## src/rtl/cs_dma_pkg.sv

```systemverilog
package cs_dma_pkg;
  typedef enum logic [2:0] {
    ST_IDLE, ST_ARM, ST_REQ, ST_XFER, ST_GAP, ST_HALT
  } cs_state_e;

  function automatic logic mode_spaced(input logic [1:0] m);
    return m[1];
  endfunction

  function automatic logic mode_long(input logic [1:0] m);
    return m == 2'b11;
  endfunction
endpackage

```

## src/rtl/cs_gap_timer.sv

```systemverilog
module cs_gap_timer #(
  parameter int SHORT_GAP = 16,
  parameter int LONG_GAP  = 64
) (
  input  logic clk_i,
  input  logic rst_ni,
  input  logic clr_i,
  input  logic load_i,
  input  logic long_i,
  output logic busy_o,
  output logic expire_o
);
  localparam int GW = $clog2(LONG_GAP + 1);
  localparam logic [GW-1:0] SHORT_V = GW'(SHORT_GAP);
  localparam logic [GW-1:0] LONG_V  = GW'(LONG_GAP);

  logic [GW-1:0] cnt_q;

  always_ff @(posedge clk_i or negedge rst_ni) begin
    if (!rst_ni)             cnt_q <= '0;
    else if (clr_i)          cnt_q <= '0;
    else if (load_i)         cnt_q <= long_i ? LONG_V : SHORT_V;
    else if (cnt_q != '0)    cnt_q <= cnt_q - 1'b1;
  end

  assign busy_o   = cnt_q != '0;
  assign expire_o = cnt_q == GW'(1);


  gap_clear_chk: assert property (@(posedge clk_i) disable iff (!rst_ni)
    clr_i |=> cnt_q == '0);
endmodule

```

## src/rtl/cs_unit_counter.sv

```systemverilog
module cs_unit_counter #(
  parameter int CNT_W = 16
) (
  input  logic             clk_i,
  input  logic             rst_ni,
  input  logic             load_i,
  input  logic [CNT_W-1:0] value_i,
  input  logic             dec_i,
  output logic             last_o
);
  logic [CNT_W-1:0] cnt_q;

  always_ff @(posedge clk_i or negedge rst_ni) begin
    if (!rst_ni)     cnt_q <= '0;
    else if (load_i) cnt_q <= value_i;
    else if (dec_i)  cnt_q <= cnt_q - 1'b1;
  end

  assign last_o = cnt_q == CNT_W'(1);


  no_underflow_chk: assert property (@(posedge clk_i) disable iff (!rst_ni)
    dec_i |-> cnt_q != '0);
endmodule

```

## src/rtl/cs_dma_throttle.sv

```systemverilog
module cs_dma_throttle
  import cs_dma_pkg::*;
#(
  parameter int CNT_W     = 16,
  parameter int SHORT_GAP = 16,
  parameter int LONG_GAP  = 64
) (
  input  logic             clk_i,
  input  logic             rst_ni,
  input  logic             en_i,
  input  logic [1:0]       mode_i,
  input  logic [CNT_W-1:0] count_i,
  input  logic             dreq_ni,
  input  logic             bus_gnt_i,
  input  logic             unit_done_i,
  output logic             bus_req_o,
  output logic             bus_own_o,
  output logic             done_o
);
  cs_state_e  st_q, st_d;
  logic [1:0] mode_q;
  logic       done_q;
  logic       cnt_load, cnt_dec, cnt_last;
  logic       gap_load, gap_busy, gap_expire;

  always_comb begin
    st_d     = st_q;
    cnt_load = 1'b0;
    cnt_dec  = 1'b0;
    gap_load = 1'b0;
    if (!en_i) begin
      st_d = ST_IDLE;
    end else begin
      unique case (st_q)
        ST_IDLE: begin
          cnt_load = 1'b1;
          st_d     = (count_i == '0) ? ST_HALT : ST_ARM;
        end
        ST_ARM:  if (!dreq_ni) st_d = ST_REQ;
        ST_REQ:  if (bus_gnt_i) st_d = ST_XFER;
        ST_XFER: if (unit_done_i) begin
          cnt_dec = 1'b1;
          if (cnt_last)                  st_d = ST_HALT;
          else if (mode_spaced(mode_q)) begin
            gap_load = 1'b1;
            st_d     = ST_GAP;
          end
          else                           st_d = dreq_ni ? ST_ARM : ST_REQ;
        end
        ST_GAP:  if (gap_expire) st_d = dreq_ni ? ST_ARM : ST_REQ;
        ST_HALT: st_d = ST_HALT;
        default: st_d = ST_IDLE;
      endcase
    end
  end

  always_ff @(posedge clk_i or negedge rst_ni) begin
    if (!rst_ni) begin
      st_q   <= ST_IDLE;
      mode_q <= 2'b00;
      done_q <= 1'b0;
    end else begin
      st_q   <= st_d;
      done_q <= en_i && (st_d == ST_HALT) && (st_q != ST_HALT);
      // mode is frozen per unit at grant
      if (st_q == ST_REQ && bus_gnt_i) mode_q <= mode_i;
    end
  end

  cs_unit_counter #(.CNT_W(CNT_W)) u_cnt (
    .clk_i   (clk_i),
    .rst_ni  (rst_ni),
    .load_i  (cnt_load),
    .value_i (count_i),
    .dec_i   (cnt_dec),
    .last_o  (cnt_last)
  );

  cs_gap_timer #(.SHORT_GAP(SHORT_GAP), .LONG_GAP(LONG_GAP)) u_gap (
    .clk_i    (clk_i),
    .rst_ni   (rst_ni),
    .clr_i    (!en_i),
    .load_i   (gap_load),
    .long_i   (mode_long(mode_q)),
    .busy_o   (gap_busy),
    .expire_o (gap_expire)
  );

  assign bus_req_o = st_q == ST_REQ;
  assign bus_own_o = st_q == ST_XFER;
  assign done_o    = done_q;


  req_own_excl_chk: assert property (@(posedge clk_i) disable iff (!rst_ni)
    !(bus_req_o && bus_own_o));

  req_hold_chk: assert property (@(posedge clk_i) disable iff (!rst_ni)
    bus_req_o && !bus_gnt_i && en_i |=> bus_req_o);

  release_chk: assert property (@(posedge clk_i) disable iff (!rst_ni)
    bus_own_o && unit_done_i |=> !bus_own_o);

  gap_quiet_chk: assert property (@(posedge clk_i) disable iff (!rst_ni)
    gap_busy |-> !bus_req_o);

  disable_chk: assert property (@(posedge clk_i) disable iff (!rst_ni)
    !en_i |=> !bus_req_o && !bus_own_o && !done_o);

  done_pulse_chk: assert property (@(posedge clk_i) disable iff (!rst_ni)
    done_o |=> !done_o);
endmodule

```

## config.mk

```make
export PLATFORM = sky130hd
export DESIGN_NAME = cs_dma_throttle
export DESIGN_NICKNAME = d
export VERILOG_FILES = /design/src/rtl/cs_dma_pkg.sv /design/src/rtl/cs_gap_timer.sv /design/src/rtl/cs_unit_counter.sv /design/src/rtl/cs_dma_throttle.sv
export SDC_FILE = /design/constraint.sdc
export NUM_CORES = 1
export LEC_CHECK = 0
export BUFFER_PORTS_ARGS = -buffer_cell sky130_fd_sc_hd__buf_2
export CORE_MARGIN = 5
export CORE_UTILIZATION = 57
export DETAILED_ROUTE_END_ITERATION = 8
export MAX_ROUTING_LAYER = met4
export PLACE_DENSITY = 0.84
export SYNTH_ARGS = -nofsm -noshare
export SYNTH_HDL_FRONTEND = slang
export SYNTH_SLANG_ARGS = --single-unit
```

## constraint.sdc

```tcl
create_clock -name clk_i -period 2.6 [get_ports clk_i]
set_clock_uncertainty 0.15 [all_clocks]
set_input_delay 0.13 -clock clk_i [delete_from_list [all_inputs] [get_ports clk_i]]
set_output_delay 0.13 -clock clk_i [all_outputs]
set_load 0.1 [all_outputs]
```

# Word-level counts from Yosys, hierarchy flattened
# Cells that the tools add are included.
[word_totals] reg_bits=29 input_bits=24 output_inout_bits=3 word_cells=51
[op_classes] n_addsub=2 n_eq_ne=11 mux=26 reduce_logical=7
[op_table] cell="2-to-1 mux 16 bit" count=2
[op_table] cell="2-to-1 mux 7 bit" count=4
[op_table] cell="2-to-1 mux 3 bit" count=8
[op_table] cell="one-hot mux 3 bit (6 select lines)" count=1
[op_table] cell="equality test 16 x 1 -> 1 bit (second input constant)" count=1
[op_table] cell="logical NOT 16 bit" count=1
[op_table] cell="subtractor 16 x 1 -> 16 bit (second input constant)" count=1
[op_table] cell="2-to-1 mux 1 bit" count=10
[op_table] cell="equality test 3 bit (second input constant)" count=3
[op_table] cell="equality test 7 x 1 -> 1 bit (second input constant)" count=1
[op_table] cell="nonzero test 7 bit" count=1
[op_table] cell="subtractor 7 x 1 -> 7 bit (second input constant)" count=1
[op_table] cell="equality test 3 x 2 -> 1 bit (second input constant)" count=2
[op_table] cell="equality test 3 x 1 -> 1 bit (second input constant)" count=1
[op_table] cell="logical AND 1 bit" count=3
[op_table] cell="logical NOT 3 bit" count=1
[op_table] cell="inequality test 3 x 1 -> 1 bit (second input constant)" count=1
[op_table] cell="inequality test 3 bit (second input constant)" count=1
[op_table] cell="equality test 2 bit (second input constant)" count=1
[op_table] cell="2-to-1 mux 2 bit" count=1
[op_table] cell="nonzero test 2 bit" count=1

# Logic depth before layout (Yosys ltp)
[logic_depth] ltp_word=9 ltp_mapped=7 depth_no_buf=6

# Cells and area by module
# A second synthesis with hierarchy kept.
[unflattened] cells_unflattened=196 area_unflattened_um2=1816.7
[modules_own_cells] mod="cs_unit_counter" n_inst=1 cells_per_inst=101 area_each_um2=920.9 seq_area_each_um2=400.4
[modules_own_cells] mod="cs_dma_throttle" n_inst=1 cells_per_inst=49 area_each_um2=449.2 seq_area_each_um2=150.1
[modules_own_cells] mod="cs_gap_timer" n_inst=1 cells_per_inst=46 area_each_um2=446.7 seq_area_each_um2=175.2

# Worst setup path before layout
# No wires, ideal clock.
[synth_path] path_type="flip-flop to flip-flop" startpoint="register st_q[1]" endpoint="register mode_q[0]" setup_ns=0.125 t_arrival_ns=3.374 t_required_ns=2.325 slack_ns=-1.049 stages_incl_launch_ff=6 path_buffers=1 synth_period_minus_slack_ns=3.649 path_cell_list="dfrtp_1 > buf_2 > inv_1 > nor3_1 > and2_1 > mux2_2"
[synth_via] elab_chain_len=2
[synth_lines] element="start: declaration" line="cs_dma_throttle.sv:20" source="cs_state_e st_q, st_d;"
[synth_lines] element="start signal: assignment" line="cs_dma_throttle.sv:63" source="st_q <= st_d;"
[synth_lines] element="equality test 3 x 2 -> 1 bit"
[synth_lines] element="named net bus_req_o" line="cs_dma_throttle.sv:16" source="output logic bus_req_o,"
[synth_lines] element="logical AND 1 bit" line="cs_dma_throttle.sv:66" source="if (st_q == ST_REQ && bus_gnt_i) mode_q <= mode_i;"
[synth_lines] element="end signal: assignment" line="cs_dma_throttle.sv:66"
[synth_lines] element="end: declaration" line="cs_dma_throttle.sv:21" source="logic [1:0] mode_q;"
# The timed path passes the listed nets, and every way through them passes these cells.
# A chain may end at the register's enable or synchronous reset.

# Final worst setup path
[layout_path] startpoint="register st_q[0]" endpoint="register u_cnt.cnt_q[15]"
[layout_via] elab_chain_len=4 elab_cells_between_ends=8 cone_classes="eq/ne: 1; mux: 5; reduce/logical: 2"
[layout_lines] element="equality test 3 x 2 -> 1 bit / logical NOT 3 bit (equally long branches)" line="cs_dma_throttle.sv:34" source="unique case (st_q)"
[layout_lines] element="2-to-1 mux 1 bit" line="cs_dma_throttle.sv:34"
[layout_lines] element="2-to-1 mux 1 bit" line="cs_dma_throttle.sv:31" source="if (!en_i) begin"
[layout_lines] element="nonzero test 2 bit (no source line) / 2-to-1 mux 16 bit (equally long branches)"
[layout_lines] element="end signal: assignment" line="cs_unit_counter.sv:15" source="else if (load_i) cnt_q <= value_i;"
[layout_lines] element="end signal: assignment" line="cs_unit_counter.sv:16" source="else if (dec_i) cnt_q <= cnt_q - 1'b1;"
[layout_lines] element="end: declaration" line="cs_unit_counter.sv:11" source="logic [CNT_W-1:0] cnt_q;"
# Several ways; a longest one is shown, not always the timed one.

==> reports/results.tsv <==
stage	metric	value	unit
critical_path	CP Data Arrival Time	2.35	ns
pwr	Leakage Power	0.962	nW
final_layout	count of nets after finishing	291	
clocking	Worst-path clk slew	0.11	ns
pwr	Power Total	1.91	mW
die	DIE WIDTH	68.8	µm
timing	Max Clk Rate	0.455	GHz
logic_synthesis	Main synth FF type	dfrtp_1	
timing	Slew Limit Fails	0	
final_layout	most frequent cells in the layout	dfrtp_1 (29), buf_2 (26), nor2_1 (19)	
die	io pins	27	
pwr	Cell Pwr Density	818	nW/µm²
clocking	setup bufs post-CTS	0	
critical_path	CP Class	reg2reg	
timing	Hold Vio Cnt, Final	0	
route	WL per Instance	17.6	µm
final_layout	share of cells above drive strength 1	18.9	%
critical_path	CP Cell Sequence	or4b_1 -> and3_1 -> a41oi_1 -> o22a_1	
clocking	CTS tree	built	
critical_path	CP Data Required Time	2.76	ns
critical_path	CP startpoint	st_q[0]	
clocking	H-tree depth	2	
critical_path	CP Max Fanout	14	
logic_synthesis	number of library cell types mapped by synthesis	57	
placed_design	post-DP HPWL	3590	µm
logic_synthesis	EDFF count, synth	0	
run_status	run status	completed	
final_layout	final core occ	70.1	%
logic_synthesis	Syn Inst Count	223	
final_layout	final std cell area, no fill	2340	µm²
logic_synthesis	cell area after synthesis	1970	µm²
placed_design	pre-CTS setup slack	0.462	ns
timing	RSZ-0062 raised after global routing	no	
grt	grt ovf	0	
grt	All-Layer GR Usage	26.5	%
final_layout	ANT cells	0	
critical_path	Worst Setup Start Kind	flop	
grt	initial antenna violation count	0	
placed_design	Area after DPL	2120	µm²
placed_design	placed cell count	286	
clocking	Resize count post-CTS	0	
route	via count	1984	
clocking	Clock Latency Late Sink	0.36	ns
critical_path	RR Startpoint	st_q[0]	
clocking	Root Buffer	clkbuf_4	
timing	period utilization	84.4	%
die	Die ar.	4740	µm²
placed_design	GPL Wtd Cong	0.910	
grt	number of global-route vias before repair	1832	
die	Die H	68.8	µm
critical_path	CP Buf/Inv Count	0	
final_layout	Syn-to-layout area delta	18.7	%
grt	largest net degree at the start of global routing	30	
critical_path	Worst path max stage delay	0.76	ns
logic_synthesis	Syn Area/Cell	8.84	µm²
route	DR pass1 iterations	5	
final_layout	filler-free cell count of the finished design	310	
critical_path	Setup crit end kind	flop	
clocking	TritonCTS Buffers	5	
critical_path	Top Family by Delay on Critical Path	simple AND/OR/NAND/NOR gates	
timing	worst slew pin tran	0.670	ns
die	core region area	3340	µm²
logic_synthesis	Seq/Total Area, Yosys	36.8	%
min_path	worst min-delay path category	in2reg	
route	initial DRC count	255	
critical_path	slowest CP cell	or4b_1	
grt	first-pass GRT wire length	8870	µm
run	max cap viols	0	
die	Starting Density	59.1	%
placed_design	IO buf count	26	
final_layout	most common cell after layout, fill and taps aside	dfrtp_1	
logic_synthesis	Seq cells post-synth	29	
route	post-DR vias/cell	6.40	
logic_synthesis	Syn Nets	251	
timing	setup violators final	0	
route	post-route ant nets	0	
pwr	IR drop worst, VDD	0.577	mV
timing	post-route setup TNS	0	ns
logic_synthesis	share of flip-flops with an asynchronous set or reset	100	%
timing	Setup WS post-layout	0.404	ns
die	row cnt	21	
clocking	Post-CTS Hold Buffers	16	
logic_synthesis	Syn. warnings	0	
timing	Fin Hold WS	0.00127	ns
min_path	hold_sp	count_i[13]	
clocking	CTS Buffer Depth	2	
clocking	Sink Count	29	
route	final WL	5450	µm
timing	slew margin rel.	55.4	%
route	residual DRC count	0	
timing	min cycle time layout	2.20	ns
==> logic make-up (layout without fill, tap and decap cells) <==
kind of cell	count (synthesis)	after routing	synth area share, %
compound gates	68	68	23.1
buf+inv	21	62	4.70
flops	29	29	36.8
xor+xnor	3	3	1.33
simple gates	94	94	29.3
mux	4	4	2.22
fa+ha+maj	4	4	2.54
==> registers in the layout (all words and copies together) (netlist names) <==
register,flops
u_cnt.cnt_q,16
u_gap.cnt_q,7
st_q,3
mode_q,2
done_o,1
==> power by group <==
group          internal [mW]  switching (mW)
registers              0.601           0.235
logic                  0.354           0.430
clock network          0.102           0.192
==> cell type report <==
type | instances | area, µm²
multi-input combinational | 173 | 1160
fill | 290 | 997
sequential | 29 | 726
timing repair buffer | 44 | 305
tap | 46 | 57.6
clock buffer | 5 | 37.5
inverter | 10 | 37.5
clock inverter | 3 | 17.5
==> metal layers <==
layer  vias to the layer above  wire length (µm)  track usage [%]
li1                        926                 -                -
met1                       951              2260             32.8
met2                        94              2660             42.2
met3                        13               365             4.54
met4                         0               162             12.4
met5                         -                 0                -
==> worst reg2reg max path, delay by kind of cell (launching register included) <==
kind,cells,cell delay (ns)
compound gates,2,0.39
simple gates,2,1.08
flops,1,0.53
==> Yosys cell counts (3+ instances only) <==
cell	number	area, µm²
o22ai_1	4	25.0
nor3_1	8	40.0
o211ai_1	6	45.0
nand2_1	12	45.0
and3_1	4	25.0
clkbuf_1	3	11.3
a2bb2oi_1	5	43.8
buf_2	5	25.0
nor2b_1	3	18.8
nand3_1	9	45.0
nor2_1	19	71.3
inv_1	10	37.5
mux2_2	3	33.8
nand4_1	4	25.0
o21ai_0	16	80.1
nor4_1	6	37.5
or3_1	5	31.3
dfrtp_1	29	726
a41oi_1	4	35.0
ha_1	4	50.1
a21oi_1	11	55.1
==> final timing paths <==
kind / slack (ns) / depth (start not counted) / end
worst max register to register: 0.40 / 4 / u_cnt.cnt_q[15]
worst max-delay path: 0.40 / 4 / u_cnt.cnt_q[15]
worst min register to register: 0.37 / 1 / mode_q[0]
worst min-delay path: 0.001 / 4 / u_cnt.cnt_q[13]
min in group asynchronous: 0.19 / 2 / u_cnt.cnt_q[4]
max in group asynchronous: 1.67 / 2 / mode_q[1]
(Power assumes the default switching activity.)
